--- config.mk ---
export PLATFORM = sky130hd
export DESIGN_NAME = nand_csr
export DESIGN_NICKNAME = d
export VERILOG_FILES = /design/src/rtl/nand_csr_pkg.sv /design/src/rtl/csr_unlock.sv /design/src/rtl/csr_prot_reg.sv /design/src/rtl/csr_ecc_status.sv /design/src/rtl/nand_csr.sv
export SDC_FILE = /design/constraint.sdc
export NUM_CORES = 1
export LEC_CHECK = 0
export BUFFER_PORTS_ARGS = -buffer_cell sky130_fd_sc_hd__buf_2
export CORE_MARGIN = 2
export CORE_UTILIZATION = 51
export CTS_CLUSTER_SIZE = 10
export DETAILED_ROUTE_END_ITERATION = 16
export HOLD_SLACK_MARGIN = 0.06
export PLACE_DENSITY = 0.88
export REMOVE_ABC_BUFFERS = 1
export SYNTH_ARGS = -nofsm -noshare
export SYNTH_HDL_FRONTEND = slang
export SYNTH_SLANG_ARGS = --single-unit
--- constraint.sdc ---
create_clock -name clk -period 3.1 [get_ports clk]
set_input_delay 0.93 -clock clk [delete_from_list [all_inputs] [get_ports clk]]
set_output_delay 0.93 -clock clk [all_outputs]
set_load 0.02 [all_outputs]
--- src/rtl/nand_csr_pkg.sv ---
package nand_csr_pkg;
  localparam int ADDR_W = 2;

  typedef enum logic [ADDR_W-1:0] {
    A_LOCK = 2'd0,
    A_CFG  = 2'd1,
    A_TIME = 2'd2,
    A_STAT = 2'd3
  } csr_addr_e;

  // Field order matches bit positions 3..0 decoded by the flash sequencer
  typedef struct packed {
    logic wp;
    logic big_page;
    logic four_addr;
    logic wide_bus;
  } cfg_t;

  localparam int CFG_W = $bits(cfg_t);
endpackage

--- src/rtl/csr_unlock.sv ---
module csr_unlock #(
  parameter int KEY_W = 16,
  parameter logic [KEY_W-1:0] KEY = 16'hA25E
) (
  input  logic             clk,
  input  logic             rst,
  input  logic             wr_en,
  input  logic             wr_lock,
  input  logic [KEY_W-1:0] wkey,
  output logic             unlocked_o
);
  logic open_q;

  always_ff @(posedge clk) begin
    if (rst)        open_q <= 1'b0;
    else if (wr_en) open_q <= wr_lock && (wkey == KEY);
  end

  assign unlocked_o = open_q;


  relock_chk: assert property (@(posedge clk) disable iff (rst)
    (wr_en && !wr_lock) |=> !unlocked_o);

  read_keeps_chk: assert property (@(posedge clk) disable iff (rst)
    !wr_en |=> $stable(unlocked_o));
endmodule

--- src/rtl/csr_prot_reg.sv ---
module csr_prot_reg #(
  parameter int W = 8
) (
  input  logic         clk,
  input  logic         rst,
  input  logic         we,
  input  logic [W-1:0] d,
  output logic [W-1:0] q
);
  logic [W-1:0] q_r;

  always_ff @(posedge clk) begin
    if (rst)     q_r <= '0;
    else if (we) q_r <= d;
  end

  assign q = q_r;


  hold_chk: assert property (@(posedge clk) disable iff (rst)
    !we |=> $stable(q));
endmodule

--- src/rtl/csr_ecc_status.sv ---
module csr_ecc_status #(
  parameter int CNT_W = 2,
  localparam int CW = CNT_W + 1
) (
  input  logic             clk,
  input  logic             rst,
  input  logic             dec_done,
  input  logic             err_i,
  input  logic             unc_i,
  input  logic [CW-1:0]    syms_i,
  input  logic             clr,
  output logic             err_o,
  output logic             unc_o,
  output logic [CNT_W-1:0] cnt_o
);
  logic             err_q, unc_q;
  logic [CNT_W-1:0] cnt_q;
  logic [CW-1:0]    syms_m1;

  assign syms_m1 = syms_i - CW'(1);

  always_ff @(posedge clk) begin
    if (rst) begin
      err_q <= 1'b0;
      unc_q <= 1'b0;
      cnt_q <= '0;
    end else if (dec_done) begin
      err_q <= err_i;
      unc_q <= err_i & unc_i;
      cnt_q <= err_i ? syms_m1[CNT_W-1:0] : '0;
    end else if (clr) begin
      err_q <= 1'b0;
      unc_q <= 1'b0;
      cnt_q <= '0;
    end
  end

  assign err_o = err_q;
  assign unc_o = unc_q;
  assign cnt_o = cnt_q;


  capture_chk: assert property (@(posedge clk) disable iff (rst)
    dec_done |=> (err_o == $past(err_i)));

  unc_needs_err_chk: assert property (@(posedge clk) disable iff (rst)
    unc_o |-> err_o);

  clear_chk: assert property (@(posedge clk) disable iff (rst)
    (clr && !dec_done) |=> (!err_o && !unc_o && cnt_o == '0));
endmodule

--- src/rtl/nand_csr.sv ---
module nand_csr
  import nand_csr_pkg::*;
#(
  parameter int DATA_W = 32,
  parameter int KEY_W  = 16,
  parameter logic [KEY_W-1:0] KEY = 16'hA25E,
  parameter int TIM_W  = 27,
  parameter int CNT_W  = 2
) (
  input  logic              clk,
  input  logic              rst,
  input  logic              wr_en_i,
  input  logic              rd_en_i,
  input  logic [ADDR_W-1:0] addr_i,
  input  logic [DATA_W-1:0] wdata_i,
  output logic [DATA_W-1:0] rdata_o,
  output logic              rd_valid_o,
  input  logic              dev_ready_i,
  input  logic              ctl_ready_i,
  input  logic              dec_done_i,
  input  logic              ecc_err_i,
  input  logic              ecc_uncorr_i,
  input  logic [CNT_W:0]    ecc_syms_i,
  output logic              cfg_wp_o,
  output logic              cfg_big_page_o,
  output logic              cfg_four_addr_o,
  output logic              cfg_wide_bus_o,
  output logic [TIM_W-1:0]  timing_o
);
  localparam int ST_DEV = 0;
  localparam int ST_CTL = 1;
  localparam int ST_ERR = 3;
  localparam int ST_CNT = 4;
  localparam int ST_UNC = ST_CNT + CNT_W;

  logic             unlocked;
  logic             sel_lock, sel_cfg, sel_time, sel_stat;
  logic             cfg_we, tim_we, stat_clr;
  logic [CFG_W-1:0] cfg_bits;
  cfg_t             cfg_q;
  logic [TIM_W-1:0] tim_q;
  logic             dev_q, ctl_q;
  logic             e_err, e_unc;
  logic [CNT_W-1:0] e_cnt;
  logic [DATA_W-1:0] stat_w, rd_mux;
  logic [DATA_W-1:0] rdata_q;
  logic             rv_q;

  assign sel_lock = (addr_i == A_LOCK);
  assign sel_cfg  = (addr_i == A_CFG);
  assign sel_time = (addr_i == A_TIME);
  assign sel_stat = (addr_i == A_STAT);

  assign cfg_we   = wr_en_i && sel_cfg  && unlocked;
  assign tim_we   = wr_en_i && sel_time && unlocked;
  assign stat_clr = rd_en_i && sel_stat;

  csr_unlock #(.KEY_W(KEY_W), .KEY(KEY)) u_key (
    .clk(clk), .rst(rst), .wr_en(wr_en_i), .wr_lock(sel_lock),
    .wkey(wdata_i[KEY_W-1:0]), .unlocked_o(unlocked)
  );

  csr_prot_reg #(.W(CFG_W)) u_cfg (
    .clk(clk), .rst(rst), .we(cfg_we), .d(wdata_i[CFG_W-1:0]), .q(cfg_bits)
  );
  assign cfg_q = cfg_t'(cfg_bits);

  csr_prot_reg #(.W(TIM_W)) u_tim (
    .clk(clk), .rst(rst), .we(tim_we), .d(wdata_i[TIM_W-1:0]), .q(tim_q)
  );

  generate
    if (TIM_W < DATA_W) begin : g_unused_hi
      logic unused_hi;
      assign unused_hi = ^wdata_i[DATA_W-1:TIM_W];
    end
  endgenerate

  csr_ecc_status #(.CNT_W(CNT_W)) u_ecc (
    .clk(clk), .rst(rst), .dec_done(dec_done_i), .err_i(ecc_err_i),
    .unc_i(ecc_uncorr_i), .syms_i(ecc_syms_i), .clr(stat_clr),
    .err_o(e_err), .unc_o(e_unc), .cnt_o(e_cnt)
  );

  always_ff @(posedge clk) begin
    if (rst) begin
      dev_q <= 1'b0;
      ctl_q <= 1'b0;
    end else begin
      dev_q <= dev_ready_i;
      ctl_q <= ctl_ready_i;
    end
  end

  always_comb begin
    stat_w = '0;
    stat_w[ST_DEV] = dev_q;
    stat_w[ST_CTL] = ctl_q;
    stat_w[ST_ERR] = e_err;
    stat_w[ST_CNT +: CNT_W] = e_cnt;
    stat_w[ST_UNC] = e_unc;
  end

  always_comb begin
    rd_mux = '0;
    case (addr_i)
      A_LOCK:  rd_mux[0] = unlocked;
      A_CFG:   rd_mux[CFG_W-1:0] = cfg_bits;
      A_TIME:  rd_mux[TIM_W-1:0] = tim_q;
      default: rd_mux = stat_w;
    endcase
  end

  always_ff @(posedge clk) begin
    if (rst) begin
      rdata_q <= '0;
      rv_q    <= 1'b0;
    end else begin
      rv_q <= rd_en_i;
      if (rd_en_i) rdata_q <= rd_mux;
    end
  end

  assign rdata_o         = rdata_q;
  assign rd_valid_o      = rv_q;
  assign cfg_wp_o        = cfg_q.wp;
  assign cfg_big_page_o  = cfg_q.big_page;
  assign cfg_four_addr_o = cfg_q.four_addr;
  assign cfg_wide_bus_o  = cfg_q.wide_bus;
  assign timing_o        = tim_q;


  key_open_chk: assert property (@(posedge clk) disable iff (rst)
    (wr_en_i && addr_i == A_LOCK && wdata_i[KEY_W-1:0] == KEY) |=> unlocked);

  cfg_locked_chk: assert property (@(posedge clk) disable iff (rst)
    (wr_en_i && addr_i == A_CFG && !unlocked) |=> $stable(cfg_bits));

  tim_locked_chk: assert property (@(posedge clk) disable iff (rst)
    (wr_en_i && addr_i == A_TIME && !unlocked) |=> $stable(timing_o));

  cfg_take_chk: assert property (@(posedge clk) disable iff (rst)
    (wr_en_i && addr_i == A_CFG && unlocked) |=>
      (cfg_wp_o == $past(wdata_i[3]) && cfg_wide_bus_o == $past(wdata_i[0])));

  rd_valid_chk: assert property (@(posedge clk) disable iff (rst)
    rd_en_i |=> rd_valid_o);

  rd_idle_chk: assert property (@(posedge clk) disable iff (rst)
    !rd_en_i |=> !rd_valid_o);
endmodule

==> run_summary.xml <==
<?xml version="1.0" encoding="UTF-8"?>
<metrics>
  <group name="clocking">
    <metric name="cts_tree" unit="">done</metric>
    <metric name="cts.sinks" unit="">66</metric>
    <metric name="cts.repair_timing.setup_buffer_count" unit="">0</metric>
    <metric name="cts_resized" unit="">0</metric>
    <metric name="clkTransAtPathRegs" unit="ns">0.07</metric>
    <metric name="clockRootBuffer" unit="">sky130_fd_sc_hd__clkbuf_8</metric>
    <metric name="postCtsHoldBufs" unit="">0</metric>
    <metric name="clk_latency" unit="ns">0.32</metric>
    <metric name="clock_tree.htree_level_count" unit="">3</metric>
    <metric name="clockBufferDepth" unit="">2</metric>
    <metric name="cts_inserted_buffers" unit="">9</metric>
  </group>
  <group name="final_layout">
    <metric name="n_fill_cell" unit="">431</metric>
    <metric name="nets" unit="">437</metric>
    <metric name="insertedDiodeCount" unit="">0</metric>
    <metric name="design_area" unit="sq um">3260</metric>
    <metric name="drive_above_1_share" unit="%">32.4</metric>
    <metric name="area_growth_syn_to_layout" unit="%">23.9</metric>
  </group>
  <group name="die">
    <metric name="die_height" unit="um">75.8</metric>
    <metric name="initial_core_util" unit="%">52.2</metric>
    <metric name="total_die_area" unit="sq um">5750</metric>
    <metric name="chipWidth" unit="um">75.8</metric>
    <metric name="fp.coreArea" unit="sq um">5040</metric>
    <metric name="boundaryPins" unit="">110</metric>
    <metric name="num_rows" unit="">26</metric>
  </group>
  <group name="critical_path">
    <metric name="critical_path.reg2reg.startpoint" unit="">u_key.unlocked_o$_SDFFE_PP0P_</metric>
    <metric name="r2r_cells" unit="">4</metric>
    <metric name="critical_path_class" unit="">input pin to flop</metric>
    <metric name="critical-path-max-stage-delay" unit="ns">0.80</metric>
    <metric name="worst-path-stages" unit="">4</metric>
    <metric name="cp.arrival" unit="ns">2.30</metric>
    <metric name="critPathBufInv" unit="">1</metric>
    <metric name="required" unit="ns">3.36</metric>
    <metric name="critical_path.max_fanout" unit="">20</metric>
    <metric name="start_kind" unit="">input pin</metric>
    <metric name="crit_chain" unit="">buf_2 &gt; and3b_1 &gt; a21oi_1 &gt; nor2_1</metric>
    <metric name="worstSetupEndpointType" unit="">flop</metric>
    <metric name="critical_path.startpoint" unit="">addr_i[1]</metric>
    <metric name="top_cell_family_by_delay_on_the_critical_path" unit="">simple AND/OR/NAND/NOR gates</metric>
    <metric name="cp_slowest_cell" unit="">sky130_fd_sc_hd__and3b_1</metric>
  </group>
  <group name="drt">
    <metric name="detailroute.via_count" unit="">2333</metric>
    <metric name="wirelength" unit="mm">6.24</metric>
    <metric name="drt-met1-wl" unit="mm">2.71</metric>
    <metric name="route.detailed.vias_per_inst" unit="">5.02</metric>
    <metric name="remaining_drc_errors" unit="">0</metric>
    <metric name="wl_met3" unit="um">448</metric>
    <metric name="drt_pre_antenna_iters" unit="">4</metric>
    <metric name="drt-initial-drc-count" unit="">122</metric>
    <metric name="number_of_nets_still_failing_antenna_checks_after_routing" unit="">0</metric>
    <metric name="wire_length_on_met2" unit="mm">3.03</metric>
    <metric name="maxUsedRoutingLayer" unit="">met4</metric>
    <metric name="wire_per_inst" unit="um">13.4</metric>
  </group>
  <group name="run">
    <metric name="timing.max_cap.violations" unit="">0</metric>
  </group>
  <group name="sta">
    <metric name="timing.clock.skew" unit="ns">0.00256</metric>
    <metric name="post-route-min-period" unit="ns">2.04</metric>
    <metric name="tns" unit="ns">0</metric>
    <metric name="number_of_hold_violations_in_the_final_report" unit="">0</metric>
    <metric name="timing.slew.headroom" unit="%">40.8</metric>
    <metric name="worst_pin_slew" unit="ns">0.888</metric>
    <metric name="min_period_over_period" unit="%">65.7</metric>
    <metric name="max_clock_freq" unit="MHz">491</metric>
    <metric name="timing.final.max_slew_violations" unit="">0</metric>
    <metric name="worst_hold_slack" unit="ns">0.454</metric>
    <metric name="grt_setup_unrepaired" unit="">no</metric>
    <metric name="setup_viol" unit="">0</metric>
  </group>
  <group name="place">
    <metric name="dp_hpwl" unit="mm">4.22</metric>
    <metric name="dpl_cell_area" unit="sq um">3090</metric>
    <metric name="numPortBuffers" unit="">98</metric>
    <metric name="gpl_wtd_cong" unit="">0.806</metric>
  </group>
  <group name="power_and_ir_drop">
    <metric name="p_sw_share" unit="%">23.1</metric>
    <metric name="p_leak" unit="nW">1.50</metric>
    <metric name="power.switching" unit="uW">365</metric>
    <metric name="power.sequential.fraction" unit="%">54.2</metric>
    <metric name="internal_power" unit="mW">1.22</metric>
    <metric name="clock_power_share" unit="%">39.7</metric>
    <metric name="power_density" unit="nW/um^2">486</metric>
    <metric name="p_comb_share" unit="%">6.1</metric>
    <metric name="vdd.ir_drop.worst" unit="mV">0.309</metric>
  </group>
  <group name="synthesis">
    <metric name="synth_cell_types" unit="">35</metric>
    <metric name="yosys_warnings" unit="">0</metric>
    <metric name="postSynth.topFlopCell" unit="">sky130_fd_sc_hd__dfxtp_1</metric>
    <metric name="synth.top_cells.by_count" unit="">66 x sky130_fd_sc_hd__dfxtp_1, 60 x sky130_fd_sc_hd__nand2_1, 47 x sky130_fd_sc_hd__a21oi_1</metric>
    <metric name="synth-seq-cells" unit="">66</metric>
    <metric name="netlist.area_leader.share" unit="%">50.2</metric>
    <metric name="synthesis.area" unit="sq um">2630</metric>
    <metric name="synth.largest_area_cell" unit="">sky130_fd_sc_hd__dfxtp_1</metric>
    <metric name="synth_enable_flop_cells" unit="">0</metric>
    <metric name="syn_area_per_cell" unit="sq um">8.83</metric>
    <metric name="yosysMostFrequentCell" unit="">sky130_fd_sc_hd__dfxtp_1</metric>
    <metric name="postSynth.asyncResetShare" unit="%">0</metric>
    <metric name="synth_cells" unit="">298</metric>
    <metric name="synth_seq_area_share" unit="%">50.2</metric>
    <metric name="yosys-top-cells-area" unit="">sky130_fd_sc_hd__dfxtp_1 50%, sky130_fd_sc_hd__a21oi_1 8.9%, sky130_fd_sc_hd__nand2_1 8.6%</metric>
  </group>
  <group name="min_path">
    <metric name="hp-class" unit="">flop to flop</metric>
    <metric name="min_delay_path_depth" unit="">2</metric>
    <metric name="min_from" unit="">u_ecc.err_o$_SDFFE_PP0P_</metric>
  </group>
  <group name="global_routing">
    <metric name="overflow_left_after_global_routing" unit="">0</metric>
    <metric name="groute.usage.overall" unit="%">22.2</metric>
    <metric name="grt_max_degree" unit="">36</metric>
    <metric name="global_route_wire_length_before_repair" unit="mm">9.52</metric>
    <metric name="antenna_found_initial" unit="">0</metric>
    <metric name="grt_pass1_vias" unit="">2112</metric>
  </group>
  <group name="status">
    <metric name="outcome" unit="">complete, no violations</metric>
  </group>
</metrics>
==> worst reg2reg max path, cell delays in order (launching register included) <==
cell	delay (ns)
sky130_fd_sc_hd__dfxtp_1	0.41
sky130_fd_sc_hd__and4b_1	0.45
sky130_fd_sc_hd__buf_4	0.33
sky130_fd_sc_hd__nand2_1	0.12
sky130_fd_sc_hd__a21oi_2	0.12
==> cell families after synthesis <==
kind of cell,share of synthesized area [%]
buffers and inverters,6.71
flip-flops,50.2
XOR/XNOR,0.333
AND/OR/NAND/NOR,24.2
AO/OA/AOI/OAI,13.3
other,0.143
multiplexers,5.04
==> flip-flops by register name (all words and copies together) (netlist names) <==
name,count
ctl_q,1
u_ecc.err_o,1
rd_valid_o,1
u_key.unlocked_o,1
u_ecc.cnt_o,2
u_tim.q,27
dev_q,1
rdata_o,27
u_cfg.q,4
u_ecc.unc_o,1
==> cell type report <==
type                       count  area [sq um]  area share, %
clock buffer                  12           155           4.76
clock inverter                 3          15.0          0.461
inverter                       1          3.75          0.115
multi-input combinational    210          1150           35.2
sequential                    66          1320           40.6
tap                           70          87.6           2.69
timing repair buffer         103           528           16.2
==> per-stage QoR <==
stage,utilization [%],std cells,setup slack [ns],power (mW)
6_report,64.6,465,1.06,1.58
5_1_grt,64.6,465,0.994,1.64
4_1_cts,64.6,465,1.09,1.59
3_5_place_dp,61.2,450,0.746,0.973
3_3_place_gp,61.2,450,0.807,0.972
2_1_floorplan,-,277,1.20,0.908
==> power groups by stage <==
stage / Clock [mW] / Sequential [mW] / Combinational [mW]
final: 0.628 / 0.857 / 0.0971
after global routing: 0.678 / 0.857 / 0.105
after CTS: 0.636 / 0.857 / 0.0963
after detailed placement: 0 / 0.876 / 0.0962
after global placement: 0 / 0.876 / 0.0958
after floorplan: 0 / 0.880 / 0.0280
==> placed cells by master (no fill, tap or decap), drive strengths merged, types with 4 or more instances in the layout <==
cell type | netlist | final
nor2b | 25 | 25
nand3 | 4 | 4
a21oi | 51 | 51
nand2 | 60 | 60
conb | 1 | 5
nor2 | 31 | 31
buf | 17 | 103
clkbuf | 8 | 12
mux2 | 5 | 5
mux2i | 5 | 5
dfxtp | 66 | 66
==> routing by layer <==
layer / up-vias / global-route usage [%]
met3: 6 / 6.22
li1: 1166 / -
met2: 85 / 36.7
met1: 1076 / 27.0
met5: - / 0
met4: 0 / 9.36
==> path summary, 6_finish.rpt <==
kind | slack, ns | to
hold reg to reg | 0.45 | u_ecc.err_o$_SDFFE_PP0P_
hold / removal | 0.45 | u_ecc.err_o$_SDFFE_PP0P_
setup / recovery | 1.06 | rdata_o[21]$_SDFFE_PP0P_
setup reg to reg | 1.62 | u_tim.q[11]$_SDFFE_PP0P_
No activity file was read; power rests on OpenSTA's default activity.
